==> src/rtl/dx_mrg_gen.sv <==
module dx_mrg_gen #(
  parameter int W     = 31,
  parameter int K     = 8,
  parameter int ROT_A = 28,
  parameter int ROT_B = 8
) (
  input  logic           clk,
  input  logic           rst_n,
  input  logic           load,
  input  logic [K*W-1:0] seed,
  input  logic           step,
  input  logic [W:0]     chaos_in,
  output logic [W-1:0]   y_out,
  output logic           y_valid,
  output logic [W:0]     mix_out
);
  localparam logic [W-1:0] ONES = '1;

  logic [W-1:0] hist [K];
  logic [W-1:0] oldest, rot_a, rot_b;
  logic [W-1:0] csa_s, csa_c, csa_cw;
  logic [W:0]   eac_t;
  logic [W-1:0] eac_r, nxt;
  logic         seed_zero;

  assign seed_zero = (seed == '0);
  assign oldest    = hist[K-1];

  // multiply by 2^k mod (2^W-1) is a left rotation by k
  assign rot_a = (oldest << ROT_A) | (oldest >> (W - ROT_A));
  assign rot_b = (oldest << ROT_B) | (oldest >> (W - ROT_B));

  // circular 3:2 compression, top carry wraps into bit 0
  assign csa_s  = hist[0] ^ rot_a ^ rot_b;
  assign csa_c  = (hist[0] & rot_a) | (hist[0] & rot_b) | (rot_a & rot_b);
  assign csa_cw = {csa_c[W-2:0], csa_c[W-1]};

  // end-around-carry addition, then fold all-ones to zero
  assign eac_t = {1'b0, csa_s} + {1'b0, csa_cw};
  assign eac_r = eac_t[W-1:0] + {{(W-1){1'b0}}, eac_t[W]};
  assign nxt   = (eac_r == ONES) ? '0 : eac_r;

  always_ff @(posedge clk) begin
    if (!rst_n) begin
      for (int i = 0; i < K; i++) hist[i] <= W'(i + 1);
      y_valid <= 1'b0;
    end else if (load) begin
      for (int i = 0; i < K; i++)
        hist[i] <= seed_zero ? W'(i + 1) : seed[i*W +: W];
      y_valid <= 1'b0;
    end else if (step) begin
      hist[0] <= nxt;
      for (int i = 1; i < K; i++) hist[i] <= hist[i-1];
      y_valid <= 1'b1;
    end
  end

  assign y_out   = hist[0];
  assign mix_out = {chaos_in[W], chaos_in[W-1:0] ^ y_out};

  p_load_r2: assert property (@(posedge clk) disable iff (!rst_n)
    (load && !seed_zero) |=> (y_out == $past(seed[W-1:0]) && !y_valid));

  p_zero_seed_r3: assert property (@(posedge clk) disable iff (!rst_n)
    (load && seed_zero) |=> (y_out == W'(1) && !y_valid));

  p_valid_r4: assert property (@(posedge clk) disable iff (!rst_n)
    (step && !load) |=> y_valid);

  p_shift_r5: assert property (@(posedge clk) disable iff (!rst_n)
    (step && !load) |=> (hist[1] == $past(hist[0]) && hist[K-1] == $past(hist[K-2])));

  p_no_ones_r6: assert property (@(posedge clk) disable iff (!rst_n)
    (step && !load) |=> (y_out != ONES));

  p_hold_r7: assert property (@(posedge clk) disable iff (!rst_n)
    (!step && !load) |=> ($stable(y_out) && $stable(hist[K-1]) && $stable(y_valid)));
endmodule

==> config.mk <==
export PLATFORM = sky130hd
export DESIGN_NAME = dx_mrg_gen
export DESIGN_NICKNAME = d
export VERILOG_FILES = /design/src/rtl/dx_mrg_gen.sv
export SDC_FILE = /design/constraint.sdc
export NUM_CORES = 1
export LEC_CHECK = 0
export BUFFER_PORTS_ARGS = -buffer_cell sky130_fd_sc_hd__clkbuf_2
export CAP_MARGIN = 20
export CELL_PAD_IN_SITES_DETAIL_PLACEMENT = 1
export CELL_PAD_IN_SITES_GLOBAL_PLACEMENT = 1
export CORE_MARGIN = 3
export CORE_UTILIZATION = 40
export CTS_BUF_LIST = sky130_fd_sc_hd__clkbuf_8 sky130_fd_sc_hd__clkbuf_16
export DETAILED_ROUTE_END_ITERATION = 12
export GPL_ROUTABILITY_DRIVEN = 0
export PLACE_DENSITY_LB_ADDON = 0.12
export SLEW_MARGIN = 25
export SYNTH_ARGS = -nofsm -noshare
export SYNTH_HDL_FRONTEND = slang
export SYNTH_SLANG_ARGS = --single-unit
==> constraint.sdc <==
create_clock -name clk -period 8.95 [get_ports clk]
set_input_delay 1.79 -clock clk [delete_from_list [all_inputs] [get_ports clk]]
set_output_delay 1.79 -clock clk [all_outputs]
set_load 0.02 [all_outputs]
==> reports/qor.yml <==
timing:
  finalSetupTns_ns: 0
  fmax_mhz: 138.4
  tightest_slew_ns: 0.9064
  min_period_over_period_pct: 80.74
  setup_violations: 0
  fin_skew_ns: 0.01071
  hold_viol_final: 0
  fin_crit_ns: 7.226
  slew_headroom_pct: 39.57
  layout_setup_ws_ns: 1.724
  slew_viol_final: 0
  rsz0062_at_grt: "no"
clocking:
  clk_pin_slew_ns: 0.06
  clockRootBuffer: "clkbuf_16"
  cts_tree: "yes"
  postCtsSetupBuffers: 0
  clockBufferDepth: 3
  post_cts_resized: 0
  cts_buffers: 28
  ctsHoldBuffers: 0
  htree_levels: 1
  clock_latency_ns: 0.56
  cts_sinks: 249
pwr:
  p_per_area_nw_per_um2: 265.3
  vdd_drop_max_mv: 0.1261
  p_leak_uw: 0.007572
  total_power_uw: 4781
floorplanning:
  die_area_um2: 40280
  rows: 70
  die_w_um: 200.7
  start_util_pct: 41.02
  fp.dieH_um: 200.7
  placeableCoreArea_um2: 36960
  io_pins: 348
critical_path:
  critical-path-top-delay-family: "simple AND/OR/NAND/NOR gates"
  path_buf_inv: 1
  cp_common_cell: "ha_1"
  crit_required_ns: 9.24
  path_class: "flop to flop"
  end_kind: "flop"
  critPathLaunchType: "flop"
  slowest_delay_ns: 0.56
  crit_fanout: 31
  critPathSlowestCell: "edfxtp_1"
  arrival_ns: 7.52
layout:
  fin_nets: 1921
  syn2layout_area_growth_pct: 18.83
  multi_input_area_um2: 7096
  drive_above_1_share_pct: 27.19
  final_core_util_pct: 48.75
  fillers: 4043
  regArea_um2: 7467
  final_area_um2: 18020
logic_synthesis:
  avgSynthCellArea_um2: 11.68
  ys_ff_latch: 249
  yosysSeqAreaShare_pct: 49.25
  synth_edf_count: 248
  syn-cell-area_um2: 15160
  ys_warn_count: 0
  async_reset_ff_share_pct: 0
  syn_nets: 1647
  ys_types: 83
  synthCells: 1298
  synthFlopType: "edfxtp_1"
routing:
  viasPerCell: 6.221
  drt_iter0_drc: 1622
  firstDrtPassIters: 5
  detail-route-antenna-nets: 0
  drc_errors: 0
  wl_mm: 60.50
  wl_per_cell_um: 28.88
  vias: 13032
global_routing:
  grt-ovfl-total: 0
  grt_use_total_pct: 28.73
  grt_pass1_wl_mm: 86.77
  grt_max_degree: 186
  antenna_found_initial: 3
  grt_pass1_vias: 13163
place:
  dpl.hpwl_mm: 48.16
  place_ws_ns: 1.861
  placed_cell_area_um2: 17080
  numPortBuffers: 345
min_path:
  hold_class: "flop to flop"
run_status:
  status: "finished clean"
run:
  drv_cap: 0
==> routing by layer <==
metal	track usage, %	vias up	routed length, um
met5	0	-	13
met4	7.503	2	1621
met3	8.091	89	6402
met2	45.33	723	27620
met1	39.22	6497	24840
li1	-	5721	-
==> path summary, 6_finish.rpt <==
path,from,to,slack [ns],cells past startpoint
max,hist[0][10],hist[0][2],1.72,25
min,hist[1][34],hist[2][3],0.54,1
max reg2reg,hist[0][10],hist[0][2],1.72,25
min reg2reg,hist[1][34],hist[2][3],0.54,1
==> synthesized netlist by cell type, types with 8 or more instances <==
| cell type | n | area share, % |
|---|---|---|
| and3_1 | 8 | 0.33 |
| nand2b_1 | 11 | 0.45 |
| edfxtp_1 | 248 | 49 |
| nand2_1 | 81 | 2.0 |
| or3_1 | 12 | 0.50 |
| a22o_1 | 205 | 12 |
| nand3_1 | 23 | 0.76 |
| nor4_1 | 69 | 2.8 |
| ha_1 | 33 | 2.7 |
| buf_4 | 35 | 1.7 |
| fa_1 | 32 | 4.2 |
| o211ai_1 | 9 | 0.45 |
| nor3_1 | 22 | 0.73 |
| nand4_1 | 29 | 1.2 |
| inv_1 | 20 | 0.50 |
| a32oi_1 | 29 | 1.7 |
| a21oi_1 | 41 | 1.4 |
| a21o_1 | 13 | 0.64 |
| clkbuf_1 | 62 | 1.5 |
| o21ai_1 | 32 | 1.1 |
| xor2_1 | 50 | 2.9 |
| o21ai_0 | 19 | 0.63 |
| nor2_1 | 54 | 1.3 |
| buf_2 | 12 | 0.40 |
| xnor2_1 | 27 | 1.6 |
==> placed cells by master (no fill, tap or decap), types with 6 or more instances in the layout <==
| cell type | Yosys | routed |
|---|---|---|
| a21o_1 | 13 | 13 |
| a21oi_1 | 41 | 41 |
| a22o_1 | 205 | 205 |
| a32oi_1 | 29 | 29 |
| and2_1 | 7 | 6 |
| and3_1 | 8 | 8 |
| buf_4 | 35 | 7 |
| clkbuf_16 | 0 | 28 |
| clkbuf_2 | 0 | 345 |
| clkinv_1 | 0 | 7 |
| edfxtp_1 | 248 | 248 |
| fa_1 | 32 | 32 |
| ha_1 | 33 | 33 |
| inv_1 | 20 | 25 |
| nand2_1 | 81 | 81 |
| nand2b_1 | 11 | 8 |
| nand3_1 | 23 | 23 |
| nand4_1 | 29 | 29 |
| nor2_1 | 54 | 54 |
| nor3_1 | 22 | 22 |
| nor4_1 | 69 | 69 |
| o211ai_1 | 9 | 9 |
| o21ai_0 | 19 | 19 |
| o21ai_1 | 32 | 32 |
| or2_2 | 7 | 7 |
| or3_1 | 12 | 12 |
| xnor2_1 | 27 | 26 |
| xor2_1 | 50 | 50 |
==> per-stage QoR <==
step	hold WS, ns	std cells
3_5_place_dp	0.5301	2045
6_report	0.5427	2095
3_3_place_gp	0.5231	2045
4_1_cts	0.5384	2092
2_1_floorplan	0.5184	1298
5_1_grt	0.5546	2095
==> where the power goes <==
group / switching [uW] / total [uW] / internal [uW]
registers: 172 / 1600 / 1430
logic: 1370 / 2030 / 666
clock network: 470 / 1150 / 679
total: 2010 / 4780 / 2770
==> sequential cells by signal, summed over array words and instances, names as in the netlist <==
name,count
y_valid,1
hist,248
==> cells by family (layout without fill, tap and decap cells) <==
family	after synthesis	after routing	synth area share [%]
AO/OA/AOI/OAI	414	414	21.65
XOR/XNOR	77	77	4.448
adder cells (fa/ha/maj)	65	65	6.948
buffers and inverters	131	422	4.258
flip-flops	249	249	49.25
multiplexers	2	2	0.1403
other	0	2	0
AND/OR/NAND/NOR	360	360	13.30
==> layout make-up <==
class	instances	area share (%)
flip-flops and latches	249	41.44
repair buffers	355	10.20
inverters	20	0.4167
clock buffers	28	3.889
multi-input cells	918	39.38
clock inverters	19	1.139
diodes	2	0.02778
well taps	504	3.500
(Power assumes the default switching activity.)
